--- src/rtl/sertx_pkg.sv ---
package sertx_pkg;

  typedef enum logic [2:0] {
    TX_IDLE,
    TX_START,
    TX_DATA,
    TX_PAR,
    TX_STOP
  } tx_phase_e;

  typedef struct packed {
    logic [1:0] wlen;
    logic       par_en;
    logic       par_even;
    logic       stop_two;
    logic [1:0] os_sel;
  } frame_cfg_t;

  // baud ticks that make up one bit on the line
  function automatic logic [4:0] ticks_per_bit(input logic [1:0] sel);
    case (sel)
      2'd1:    return 5'd8;
      2'd2:    return 5'd4;
      default: return 5'd16;
    endcase
  endfunction

  // index of the final data bit for a word-length code
  function automatic logic [2:0] last_data_idx(input logic [1:0] wlen);
    return 3'd4 + {1'b0, wlen};
  endfunction

  function automatic logic frame_parity(input logic [7:0] d, input logic [1:0] wlen,
                                        input logic even);
    logic acc;
    acc = 1'b0;
    for (int i = 0; i < 8; i++) begin
      if (3'(i) <= last_data_idx(wlen)) acc = acc ^ d[i];
    end
    return even ? acc : ~acc;
  endfunction

  // drain threshold for a code, scaled to the queue depth
  function automatic int unsigned trig_fill(input logic [1:0] sel, input int unsigned depth);
    case (sel)
      2'd0:    return depth / 4;
      2'd1:    return depth / 2;
      2'd2:    return (3 * depth) / 4;
      default: return depth - 2;
    endcase
  endfunction

endpackage

--- src/rtl/sertx_fifo.sv ---
module sertx_fifo #(
  parameter int DEPTH = 32,
  parameter int WIDTH = 8,
  localparam int AW = (DEPTH > 1) ? $clog2(DEPTH) : 1,
  localparam int CW = $clog2(DEPTH + 1)
) (
  input  logic             clk,
  input  logic             rst_n,
  input  logic             push_req,
  input  logic             pop,
  input  logic             single_slot,
  input  logic [WIDTH-1:0] din,
  output logic [WIDTH-1:0] dout,
  output logic [CW-1:0]    level,
  output logic             push_ok
);

  logic [WIDTH-1:0] mem [DEPTH];
  logic [AW-1:0]    wp, rp;
  logic [CW-1:0]    cnt;
  logic [CW-1:0]    cap;

  function automatic logic [AW-1:0] bump(input logic [AW-1:0] p);
    return (p == AW'(DEPTH - 1)) ? '0 : p + 1'b1;
  endfunction

  assign cap     = single_slot ? CW'(1) : CW'(DEPTH);
  assign push_ok = push_req && (cnt < cap);

  always_ff @(posedge clk or negedge rst_n) begin
    if (!rst_n) begin
      wp  <= '0;
      rp  <= '0;
      cnt <= '0;
    end else begin
      if (push_ok) wp <= bump(wp);
      if (pop)     rp <= bump(rp);
      cnt <= cnt + CW'(push_ok) - CW'(pop);
    end
  end

  always_ff @(posedge clk) begin
    if (push_ok) mem[wp] <= din;
  end

  assign dout  = mem[rp];
  assign level = cnt;

endmodule

--- src/rtl/sertx_shifter.sv ---
module sertx_shifter
  import sertx_pkg::*;
(
  input  logic       clk,
  input  logic       rst_n,
  input  logic       baud_tick,
  input  logic       start_req,
  input  logic [7:0] din,
  input  frame_cfg_t cfg_in,
  output logic       txd,
  output logic       busy,
  output logic       load,
  output logic       frame_done
);

  tx_phase_e  phase;
  frame_cfg_t cfg_q;
  logic [7:0] data_q;
  logic [2:0] idx;
  logic [3:0] tcnt;
  logic       bit_end;

  assign busy       = (phase != TX_IDLE);
  assign load       = (phase == TX_IDLE) && start_req;
  assign bit_end    = busy && baud_tick &&
                      ({1'b0, tcnt} == ticks_per_bit(cfg_q.os_sel) - 5'd1);
  assign frame_done = bit_end && (phase == TX_STOP) && (!cfg_q.stop_two || idx == 3'd1);

  always_ff @(posedge clk or negedge rst_n) begin
    if (!rst_n) begin
      phase  <= TX_IDLE;
      cfg_q  <= '0;
      data_q <= '0;
      idx    <= '0;
      tcnt   <= '0;
      txd    <= 1'b1;
    end else if (load) begin
      phase  <= TX_START;
      cfg_q  <= cfg_in;
      data_q <= din;
      idx    <= '0;
      tcnt   <= '0;
      txd    <= 1'b0;
    end else if (busy && baud_tick) begin
      if (!bit_end) begin
        tcnt <= tcnt + 4'd1;
      end else begin
        tcnt <= '0;
        case (phase)
          TX_START: begin
            phase <= TX_DATA;
            idx   <= '0;
            txd   <= data_q[0];
          end
          TX_DATA: begin
            if (idx == last_data_idx(cfg_q.wlen)) begin
              idx <= '0;
              if (cfg_q.par_en) begin
                phase <= TX_PAR;
                txd   <= frame_parity(data_q, cfg_q.wlen, cfg_q.par_even);
              end else begin
                phase <= TX_STOP;
                txd   <= 1'b1;
              end
            end else begin
              idx <= idx + 3'd1;
              txd <= data_q[idx + 3'd1];
            end
          end
          TX_PAR: begin
            phase <= TX_STOP;
            idx   <= '0;
            txd   <= 1'b1;
          end
          TX_STOP: begin
            if (frame_done) phase <= TX_IDLE;
            else            idx   <= idx + 3'd1;
            txd <= 1'b1;
          end
          default: begin
            phase <= TX_IDLE;
            txd   <= 1'b1;
          end
        endcase
      end
    end
  end

endmodule

--- src/rtl/sertx_irq.sv ---
module sertx_irq
  import sertx_pkg::*;
#(
  parameter int DEPTH = 32,
  parameter int CW    = 6
) (
  input  logic          clk,
  input  logic          rst_n,
  input  logic [CW-1:0] level,
  input  logic          push_ok,
  input  logic          pop,
  input  logic          fifo_mode,
  input  logic [1:0]    trig_sel,
  input  logic          irq_en,
  input  logic          status_rd,
  input  logic          host_wr,
  output logic          irq,
  output logic          irq_pend,
  output logic          irq_set
);

  logic [CW-1:0] level_nxt;
  logic [CW-1:0] trig;
  logic          crossed;
  logic          drained;

  assign level_nxt = level + CW'(push_ok) - CW'(pop);
  assign trig      = CW'(trig_fill(trig_sel, DEPTH));
  assign crossed   = fifo_mode && (level >= trig) && (level_nxt < trig);
  assign drained   = (level != '0) && (level_nxt == '0);
  assign irq_set   = crossed || drained;

  always_ff @(posedge clk or negedge rst_n) begin
    if (!rst_n)                      irq_pend <= 1'b0;
    else if (irq_set)                irq_pend <= 1'b1;
    else if (status_rd || host_wr)   irq_pend <= 1'b0;
  end

  assign irq = irq_pend && irq_en;

endmodule

--- src/rtl/sertx_top.sv ---
module sertx_top
  import sertx_pkg::*;
#(
  parameter int DEPTH = 32,
  localparam int CW = $clog2(DEPTH + 1)
) (
  input  logic       clk,
  input  logic       rst_n,
  input  logic       host_wr,
  input  logic [7:0] host_wdata,
  input  logic       fifo_mode,
  input  logic [1:0] word_len,
  input  logic       par_en,
  input  logic       par_even,
  input  logic       two_stop,
  input  logic [1:0] os_sel,
  input  logic [1:0] trig_sel,
  input  logic       irq_en,
  input  logic       status_rd,
  input  logic       cts_auto,
  input  logic       cts_ok,
  input  logic       baud_tick,
  output logic       txd,
  output logic       hold_empty,
  output logic       shift_empty,
  output logic       tx_irq
);

  logic [7:0]    head_w;
  logic [CW-1:0] level_w;
  logic          push_ok_w;
  logic          load_w;
  logic          busy_w;
  logic          frame_done_w;
  logic          gate_open_w;
  logic          irq_pend_w;
  logic          irq_set_w;
  frame_cfg_t    cfg_w;

  assign cfg_w = '{wlen: word_len, par_en: par_en, par_even: par_even,
                   stop_two: two_stop, os_sel: os_sel};
  assign gate_open_w = !cts_auto || cts_ok;

  sertx_fifo #(.DEPTH(DEPTH), .WIDTH(8)) u_fifo (
    .clk        (clk),
    .rst_n      (rst_n),
    .push_req   (host_wr),
    .pop        (load_w),
    .single_slot(!fifo_mode),
    .din        (host_wdata),
    .dout       (head_w),
    .level      (level_w),
    .push_ok    (push_ok_w)
  );

  sertx_shifter u_shift (
    .clk       (clk),
    .rst_n     (rst_n),
    .baud_tick (baud_tick),
    .start_req ((level_w != '0) && gate_open_w),
    .din       (head_w),
    .cfg_in    (cfg_w),
    .txd       (txd),
    .busy      (busy_w),
    .load      (load_w),
    .frame_done(frame_done_w)
  );

  sertx_irq #(.DEPTH(DEPTH), .CW(CW)) u_irq (
    .clk      (clk),
    .rst_n    (rst_n),
    .level    (level_w),
    .push_ok  (push_ok_w),
    .pop      (load_w),
    .fifo_mode(fifo_mode),
    .trig_sel (trig_sel),
    .irq_en   (irq_en),
    .status_rd(status_rd),
    .host_wr  (host_wr),
    .irq      (tx_irq),
    .irq_pend (irq_pend_w),
    .irq_set  (irq_set_w)
  );

  assign hold_empty  = (level_w == '0);
  assign shift_empty = hold_empty && !busy_w;

endmodule

--- config.mk ---
export PLATFORM = sky130hd
export DESIGN_NAME = sertx_top
export DESIGN_NICKNAME = d
export VERILOG_FILES = /design/src/rtl/sertx_pkg.sv /design/src/rtl/sertx_fifo.sv /design/src/rtl/sertx_shifter.sv /design/src/rtl/sertx_irq.sv /design/src/rtl/sertx_top.sv
export SDC_FILE = /design/constraint.sdc
export NUM_CORES = 1
export LEC_CHECK = 0
export CORE_MARGIN = 2
export CORE_UTILIZATION = 54
export DETAILED_ROUTE_END_ITERATION = 10
export GPL_ROUTABILITY_DRIVEN = 1
export PLACE_DENSITY = 0.75
export SETUP_SLACK_MARGIN = 0.02
export SLEW_MARGIN = 5
export SYNTH_ARGS = -nofsm -noshare
export SYNTH_HDL_FRONTEND = slang
export SYNTH_SLANG_ARGS = --single-unit
--- constraint.sdc ---
create_clock -name clk -period 5.8 [get_ports clk]
set_clock_uncertainty 0.15 [all_clocks]
set_input_delay 1.16 -clock clk [delete_from_list [all_inputs] [get_ports clk]]
set_output_delay 1.16 -clock clk [all_outputs]
set_load 0.02 [all_outputs]
==> impl_metrics.yaml, run 1 <==
setup_path:
  cp_top_family: "compound AO/OA/AOI/OAI gates"
  worstSetupPathType: "input port to flop"
  arrival_ps: 4810
  cp_slowest_stage_delay_ps: 460
  crit_chain: "clkdlybuf4s50_1 -> inv_1 -> a211o_4 -> clkinv_4 -> ha_1 -> inv_1 -> ha_1 -> inv_1 -> fa_1 -> inv_1 -> a21oi_1 -> o21bai_1 -> xor2_1 -> ha_1 -> nand2_1 -> nor2_1 -> a2111oi_0 -> a2bb2oi_1 -> o21ai_0"
  crit_path_end_kind: "flop"
  crit_buf_inv: 6
  cp_max_fo: 24
  crit_top_cell: "inv_1"
  reg2reg_slack_ps: 1440
  crit_path_top_delay_cell: "clkdlybuf4s50_1"
  startpoint_type: "input port"
  required_ps: 6110
cts:
  hold_buffers: 0
  path_clk_slew_ps: 60
  postCtsSetupBuffers: 0
  htreeDepth: 1
  cts_max_path_buffers: 3
  cts_tree: "done"
  cts_resized: 0
  root_buffer: "clkbuf_16"
  clkSinkCount: 299
  clock_latency_ps: 540
  cts_buffers: 31
global_routing:
  antenna_found_initial: 0
  gr-usage-all-layers_pct: 21.45
  grt_pass1_wl_um: 40000
  grt_pass1_vias: 7069
  grt_start_max_net_pins: 44
  grt-ovfl-total: 0
outcome:
  status: "finished clean"
floorplan:
  core_um2: 23330
  rows: 56
  initial_utilization_pct: 54.72
  die_h_um: 157.8
  die_x_um: 157.8
  io_pins: 30
  fp.dieArea_um2: 24890
logic_synthesis:
  seq_area_frac_synth_pct: 68.64
  synth_cell_type_count: 68
  yosysTopAreaCell: "edfxtp_1"
  ys_seq_elements: 299
  synth_area_per_cell_um2: 16.58
  synthArstFlopShare_pct: 14.38
  synth_flop_cell: "edfxtp_1"
  ys_warn_count: 0
  synth-edff-count: 256
  netlist.area_leader.share_pct: 60.21
  synth_cells: 770
  synth_nets: 825
  syn_area_um2: 12770
  ys_top_cells_by_area: "edfxtp_1, mux4_2, dfrtp_1, ha_1, nor2_1"
sta:
  timing.hold.ws_ps: 340.6
  finalHoldViolCount: 0
  setup_violations: 0
  fin_crit_ps: 4503
  relSlewSlack_pct: 18.12
  setup_tns_ps: 0
  fmax_ghz: 0.2221
  rsz0062_at_grt: "false"
  finalCritPeriodShare_pct: 77.63
  slew_violations: 0
  tightest_slew_ps: 1224
detailed_routing:
  postRouteAntennaNets: 0
  dr.pass1.iters: 6
  vias: 6949
  via_per_inst: 6.074
  wl_um: 26040
  drc: 0
  avgRoutedWirePerCell_um: 22.77
  drtIter0Drc: 798
run:
  max_cap_viol_count: 0
cells_and_area:
  n_antenna_cell: 0
  layout_commonest_cell: "edfxtp_1"
  layout_common_cells: "edfxtp_1, nor2_1, mux4_2"
  finalNetCount: 859
  layout-drive-gt1-share_pct: 16.97
  fill_cells: 1650
  layout-area-overhead-vs-synth_pct: 10.88
power:
  combinationalPowerShare_pct: 31.1
  switchingPower_mw: 2.161
  pwr_density_cell_nw_per_um2: 471.9
  irDropWorstVdd_uv: 251.3
  p_leak_nw: 4.862
  p_clk_share_pct: 26.6
  pwr-share-seq_pct: 42.3
  swShare_pct: 32.34
  internal_power_mw: 4.520
placed_design:
  port-buffer-count: 29
  routabilityCongestion: 0.8248
  dp_hpwl_um: 16460
worst_hold_path:
  worstHoldPathType: "flop to flop"
[flip-flops by register name, summed over array words and instances, names as in the netlist]
name and cells:
u_fifo.level 6, u_fifo.mem 256, u_fifo.rp 5, u_fifo.wp 5, u_irq.irq_pend 1, u_shift.cfg_q 7
u_shift.data_q 8, u_shift.idx 3, u_shift.phase 3, u_shift.tcnt 4, u_shift.txd 1
[logic make-up after synthesis]
family                     count (synthesis)  share of synthesized area (%)
adders and majority gates                 29                          2.901
xor gates and xnor gates                  16                          1.097
muxes                                     91                          12.73
DFF                                      299                          68.64
buffers and inverters                     59                          2.616
and+or+nand+nor                          175                          6.467
AOI/OAI and AO/OA                        101                          5.546
[power by group through the flow]
stage / combinational, mW / clock, mW / sequential, mW
6_report: 2.08 / 1.78 / 2.83
5_1_grt: 2.27 / 1.89 / 2.86
4_1_cts: 2.07 / 1.81 / 2.82
3_5_place_dp: 2.06 / 0 / 2.87
3_3_place_gp: 2.00 / 0 / 2.85
2_1_floorplan: 1.77 / 0 / 2.67
[cells in the mapped netlist, types with 3 or more instances]
library cell	n
or3_1	4
xor2_1	5
ha_1	28
inv_1	23
a21oi_1	15
a221oi_1	3
nand3b_1	9
nor3_1	4
dfrtp_1	42
o31ai_1	5
a31oi_1	5
o21ai_1	3
clkbuf_1	9
edfxtp_1	256
and3_1	3
o22ai_1	12
mux4_2	55
and2_1	3
mux2i_1	18
nand2_1	51
nand3_1	16
nor2_1	64
buf_6	6
nand2b_1	3
xnor2_1	11
mux2_2	17
buf_2	13
nor2b_1	7
a21o_1	3
o21ai_0	20
a221o_1	4
a22oi_1	6
[final timing paths]
| kind | from | to | cells after the start |
|---|---|---|---|
| worst min-delay path | u_shift.cfg_q[1] | u_shift.cfg_q[1] | 2 |
| min in group asynchronous | rst_n | u_irq.irq_pend | 1 |
| worst max-delay path | cts_ok | u_irq.irq_pend | 19 |
| worst max register to register | u_fifo.level[2] | u_irq.irq_pend | 20 |
| max in group asynchronous | rst_n | u_fifo.rp[0] | 1 |
| worst min register to register | u_shift.cfg_q[1] | u_shift.cfg_q[1] | 2 |
[final cells by class]
cell class | instances | area, um2 | share of cell area (%)
multi-input cells | 412 | 3670 | 25.92
flip-flops and latches | 299 | 8770 | 61.94
inverters | 26 | 102.6 | 0.7247
clock buffers | 42 | 817.0 | 5.771
well taps | 319 | 399.1 | 2.819
clock inverters | 12 | 86.33 | 0.6098
repair buffers | 34 | 312.8 | 2.209
[routing by layer]
| layer | up-vias | part of all wire, % | global-route usage, % |
|---|---|---|---|
| met2 | 306 | 49 | 35.42 |
| met5 | - | 0 | 0 |
| met1 | 3530 | 40 | 29.03 |
| met4 | 0 | 2.5 | 6.494 |
| met3 | 50 | 7.7 | 4.435 |
| li1 | 3063 | - | - |
[worst reg2reg max path, cell delays in order, from the launching register on]
cell       delay [ps]
dfrtp_1           390
inv_1             100
ha_1              220
and4bb_2          280
a211o_4           440
clkinv_4          200
ha_1              260
inv_1              50
ha_1              150
inv_1              50
fa_1              390
inv_1              70
a21oi_1            60
o21bai_1          150
xor2_1            270
ha_1              300
nand2_1            80
nor2_1             40
a2111oi_0         370
a2bb2oi_1         100
o21ai_0           170
[metrics by stage]
step / area (um2) / cells / power, mW / worst slack, ps / util, %
final: 14160 / 1144 / 6.681 / 1297 / 60.68
after global routing: 14160 / 1144 / 7.019 / 894.9 / 60.68
after CTS: 14170 / 1144 / 6.704 / 1324 / 60.72
after detailed placement: 13260 / 1090 / 4.927 / 768.2 / 56.85
after global placement: 13260 / 1090 / 4.849 / 846.0 / 56.85
after floorplan: 12770 / 770 / 4.440 / 1528 / -
No activity file was read; power rests on OpenSTA's default activity.
==> inputs of run 2 (changes only) <==
- clock period: 5.8 -> 4.23 ns (I/O delays scaled with it)
==> run 2 against run 1 <==
  * Routed wire length increased by 3.3%
  * First-iteration DRC count is 4.9% lower
  * Register-to-register slack lost 1100 ps
  * Sequential cell count unchanged
==> impl_metrics.yaml, run 2 (synthesized netlist as in run 1, its figures left out) <==
cells_and_area:
  largest_reg_flops: 256
  n_antenna_cell: 0
  fill_cells: 1639
  ff_latch_area_um2: 8770
  top_register: "u_fifo.mem"
  fin_area_um2: 14580
  reg_top3: "u_fifo.mem (256), u_shift.data_q (8), u_shift.cfg_q (7)"
  layout-drive-gt1-share_pct: 21.20
  layout_commonest_cell: "edfxtp_1"
  finalNetCount: 901
  multiInputGateArea_um2: 3676
  layout_common_cells: "edfxtp_1, nor2_1, mux4_2"
  layout-area-overhead-vs-synth_pct: 14.22
detailed_routing:
  dr.pass1.iters: 5
  drtIter0Drc: 759
  wl_um: 26910
  drc: 0
  avgRoutedWirePerCell_um: 22.67
  postRouteAntennaNets: 0
  via_per_inst: 6.087
  vias: 7225
cts:
  clock_latency_ps: 540
  htreeDepth: 1
  cts_buffers: 29
  clkSinkCount: 299
  cts_tree: "done"
  path_clk_slew_ps: 60
  cts_max_path_buffers: 3
  root_buffer: "clkbuf_16"
  postCtsSetupBuffers: 0
sta:
  relSlewSlack_pct: 12.54
  fin_crit_ps: 3849
  rsz0062_at_grt: "false"
  fmax_ghz: 0.2598
  fin_ws_ps: 381.4
  finalHoldViolCount: 0
  setup_violations: 0
  finalCritPeriodShare_pct: 90.98
  slew_violations: 0
  timing.hold.ws_ps: 309.4
  tightest_slew_ps: 1308
setup_path:
  required_ps: 4550
  crit_start: "u_fifo.level[2]"
  crit_chain: "inv_1 -> ha_1 -> and4bb_2 -> a211o_4 -> clkinv_4 -> ha_1 -> inv_1 -> ha_1 -> inv_1 -> fa_1 -> buf_4 -> xnor2_1 -> ha_1 -> a21oi_1 -> nor2_1 -> a2111oi_2 -> a2bb2oi_1 -> o21ai_1"
  reg2reg_slack_ps: 380
  arrival_ps: 4160
  reg2reg_from: "u_fifo.level[2]"
  worstRegToRegCells: 18
  crit_buf_inv: 5
  cp_slowest_stage_delay_ps: 380
  crit_top_cell: "ha_1"
  cp_max_fo: 4
  startpoint_type: "flop"
  worst_r2r_endpoint: "u_irq.irq_pend"
  crit_path_top_delay_cell: "dfrtp_1"
  cp_top_family: "adder cells"
  crit_path_end_kind: "flop"
  worstSetupPathType: "flop to flop"
outcome:
  status: "finished clean"
floorplan:
  io_pins: 30
  rows: 56
  core_um2: 23330
  fp.dieArea_um2: 24890
  die_x_um: 157.8
  die_h_um: 157.8
  initial_utilization_pct: 54.72
placed_design:
  dp_hpwl_um: 17340
  placed_cell_area_um2: 13620
  port-buffer-count: 29
  routabilityCongestion: 0.8271
  pre_cts_ws_ps: -195.2
global_routing:
  grt_pass1_wl_um: 41520
  grt_start_max_net_pins: 44
  antenna_found_initial: 0
  gr-usage-all-layers_pct: 22.16
  grt-ovfl-total: 0
  grt_pass1_vias: 7394
power:
  pwr_density_cell_nw_per_um2: 653.1
  irDropWorstVdd_uv: 330.9
  p_leak_nw: 5.130
run:
  max_cap_viol_count: 0
worst_hold_path:
  worstHoldPathType: "input port to async pin"
[run 2: area by class of cell]
type | count | share of cell area, %
flip-flops and latches | 299 | 60.13
multi-input cells | 412 | 25.21
clock buffers | 36 | 5.156
repair buffers | 78 | 4.616
well taps | 319 | 2.737
clock inverters | 17 | 1.450
inverters | 26 | 0.7035
[run 2: what timing repair did]
item	CTS	global route
endpoints found under the hold margin	0	0
hold buffers	0	0
setup endpoints to repair	0	1
resized for setup	0	3
[run 2: through the flow]
step / utilization (%) / std cells / setup TNS (ps) / power (mW)
6_report: 62.51 / 1187 / 0 / 9.525
5_1_grt: 62.51 / 1187 / 0 / 9.979
4_1_cts: 62.50 / 1187 / 0 / 9.527
3_5_place_dp: 58.37 / 1134 / -195.2 / 6.914
3_3_place_gp: 58.37 / 1134 / -46.60 / 6.779
2_1_floorplan: - / 770 / 0 / 6.089
[run 2: worst max-delay path by stage]
stage / slack (ps) / cells past startpoint / end
after CTS: 180 / 18 / u_irq.irq_pend
final: 380 / 18 / u_irq.irq_pend
after global routing: 110 / 18 / u_irq.irq_pend
after floorplan: 240 / 21 / u_irq.irq_pend
after global placement: -50 / 19 / u_irq.irq_pend
after detailed placement: -200 / 17 / u_irq.irq_pend
[run 2: metal layers]
layer  track usage [%]  wire length, um  vias to the layer above
li1                  -                -                     3154
met1             30.91            10900                     3695
met2             36.02            13220                      314
met3             3.778             2036                       62
met4             7.056              756                        0
met5                 0                0                        -
[run 2: report_power, final]
group	leakage (nW)	total [mW]	switching (mW)	internal (mW)
logic	1.84	3.05	1.59	1.46
registers	2.83	3.87	0.410	3.46
clock network	0.464	2.60	1.04	1.56
total	5.13	9.53	3.05	6.48
==> inputs of run 3 (changes only) <==
- CELL_PAD_IN_SITES_DETAIL_PLACEMENT: default -> 1
- CELL_PAD_IN_SITES_GLOBAL_PLACEMENT: default -> 1
- CORE_UTILIZATION: 54 -> 53
- PLACE_DENSITY: 0.75 -> 0.83
==> run 3 against run 2 <==
  * Die area up 1.8%
  * Combinational power increased by 6.9%
  * Clock power shrank 2%
  * First-iteration DRC count fell by 27%
  * Design area hardly changed
  * Worst hold slack got worse by 3.1 ps
  * Routed wire length grew 18%
  * Via count up 1.3%
  * Highest routed layer unchanged
  * Register-to-register slack lost 30 ps
  * Non-clock buffer count is 4 higher
  * Sequential share of layout area is essentially flat
  * Core utilization is 0.53 points lower
==> impl_metrics.yaml, run 3 (synthesized netlist as in run 1, its figures left out) <==
cells_and_area:
  top_register: "u_fifo.mem"
  n_antenna_cell: 0
  layout-drive-gt1-share_pct: 22.40
  reg_top3: "u_fifo.mem (256), u_shift.data_q (8), u_shift.cfg_q (7)"
  fin_area_um2: 14590
  largest_reg_flops: 256
  layout_commonest_cell: "edfxtp_1"
  finalNetCount: 907
  layout-area-overhead-vs-synth_pct: 14.28
  layout_common_cells: "edfxtp_1, nor2_1, mux4_2"
sta:
  finalHoldViolCount: 0
  relSlewSlack_pct: 16.69
  rsz0062_at_grt: "false"
  finalCritPeriodShare_pct: 91.78
  timing.hold.ws_ps: 306.4
  slew_violations: 0
  fmax_ghz: 0.2576
  tightest_slew_ps: 1246
  fin_crit_ps: 3882
  setup_violations: 0
cts:
  hold_buffers: 0
  cts_max_path_buffers: 3
  clock_latency_ps: 570
  cts_buffers: 31
  path_clk_slew_ps: 60
  root_buffer: "clkbuf_16"
  clkSinkCount: 299
  cts_tree: "done"
  cts_resized: 0
  postCtsSetupBuffers: 0
  htreeDepth: 1
detailed_routing:
  drc: 0
  drtIter0Drc: 555
  avgRoutedWirePerCell_um: 26.53
  vias: 7321
  postRouteAntennaNets: 0
  via_per_inst: 6.131
  dr.pass1.iters: 5
  wl_um: 31680
placed_design:
  dp_hpwl_um: 20260
  port-buffer-count: 29
  placed_cell_area_um2: 13640
  routabilityCongestion: 0.8722
setup_path:
  arrival_ps: 4220
  required_ps: 4570
  crit_chain: "inv_1 -> ha_1 -> and4bb_2 -> a211o_4 -> clkinv_4 -> ha_1 -> inv_1 -> ha_1 -> inv_1 -> fa_1 -> inv_1 -> a21oi_1 -> o21bai_1 -> xor2_1 -> ha_1 -> a2111oi_2 -> a2bb2oi_1 -> o21ai_1"
  startpoint_type: "flop"
  cp_slowest_stage_delay_ps: 380
  crit_path_end_kind: "flop"
  cp_max_fo: 4
  worstSetupPathType: "flop to flop"
  crit_path_top_delay_cell: "dfrtp_1"
floorplan:
  die_x_um: 159.2
  die_h_um: 159.2
  rows: 56
  core_um2: 23540
  fp.dieArea_um2: 25350
  initial_utilization_pct: 54.24
  io_pins: 30
global_routing:
  antenna_found_initial: 0
  grt_pass1_wl_um: 49350
  gr-usage-all-layers_pct: 25.65
  grt_pass1_vias: 8256
  grt_start_max_net_pins: 44
  grt-ovfl-total: 0
worst_hold_path:
  worstHoldPathType: "input port to async pin"
outcome:
  status: "finished clean"
run:
  max_cap_viol_count: 0
power:
  pwr_density_cell_nw_per_um2: 662.9
  p_total_mw: 9.673
  p_leak_nw: 5.154
  irDropWorstVdd_uv: 364.7
==> run 3: changes by cell type in the layout (fill, tap and decap cells not counted), sizes merged <==
cell	previous run	this run
clkinvlp	1	2
inv	25	26
clkinv	12	16
clkbuf	36	37
clkdlybuf4s50	27	25
buf	51	57
bufinv	5	1
==> run 3: worst max-delay path: cells and delay by family (launching register included) <==
kind	cells	cell delay (ps)
AO/OA/AOI/OAI	6	1160
XOR/XNOR	1	220
adder cells (fa/ha/maj)	5	1280
buffers and inverters	5	340
flip-flops	1	380
AND/OR/NAND/NOR	1	280
==> run 3: path summary, 6_finish.rpt <==
path / slack, ps / startpoint / depth (start not counted) / to
max: 350 / u_fifo.level[2] / 18 / u_irq.irq_pend
min: 310 / rst_n / 1 / u_fifo.level[4]
max reg2reg: 350 / u_fifo.level[2] / 18 / u_irq.irq_pend
min reg2reg: 330 / u_shift.cfg_q[2] / 2 / u_shift.cfg_q[2]
max in group asynchronous: 2860 / rst_n / 1 / u_fifo.rp[0]
min in group clk: 330 / u_shift.cfg_q[2] / 2 / u_shift.cfg_q[2]
==> run 3: per-layer routing <==
metal / routed length [um] / vias up / part of all wire (%) / GRT usage (%)
met4: 1266 / 0 / 4.0 / 9.917
li1: - / 3161 / - / -
met2: 16270 / 274 / 51 / 44.88
met3: 1938 / 91 / 6.1 / 4.611
met5: 0 / - / 0 / 0
met1: 12200 / 3795 / 39 / 32.02
==> run 3: metrics by stage <==
stage	TNS (ps)	std cells	utilization [%]	worst slack, ps
3_5_place_dp	-293.3	1138	57.92	-293.3
6_report	0	1194	61.98	347.7
3_3_place_gp	-57.12	1138	57.92	-57.12
2_1_floorplan	0	770	-	241.9
4_1_cts	0	1194	61.98	105.9
5_1_grt	0	1194	61.98	82.19
==> run 3: power by group <==
part	total (mW)	internal, mW	switching, mW
Sequential	3.85	3.46	0.387
Clock	2.56	1.44	1.12
Combinational	3.26	1.48	1.78
==> run 3: final cells by class <==
class	count	area, um2
Fill cell	2128	8951
Sequential cell	299	8770
Multi-Input combinational cell	412	3684
Clock buffer	37	818.3
Timing Repair Buffer	82	680.7
Tap cell	319	399.1
Clock inverter	19	137.6
Inverter	26	102.6
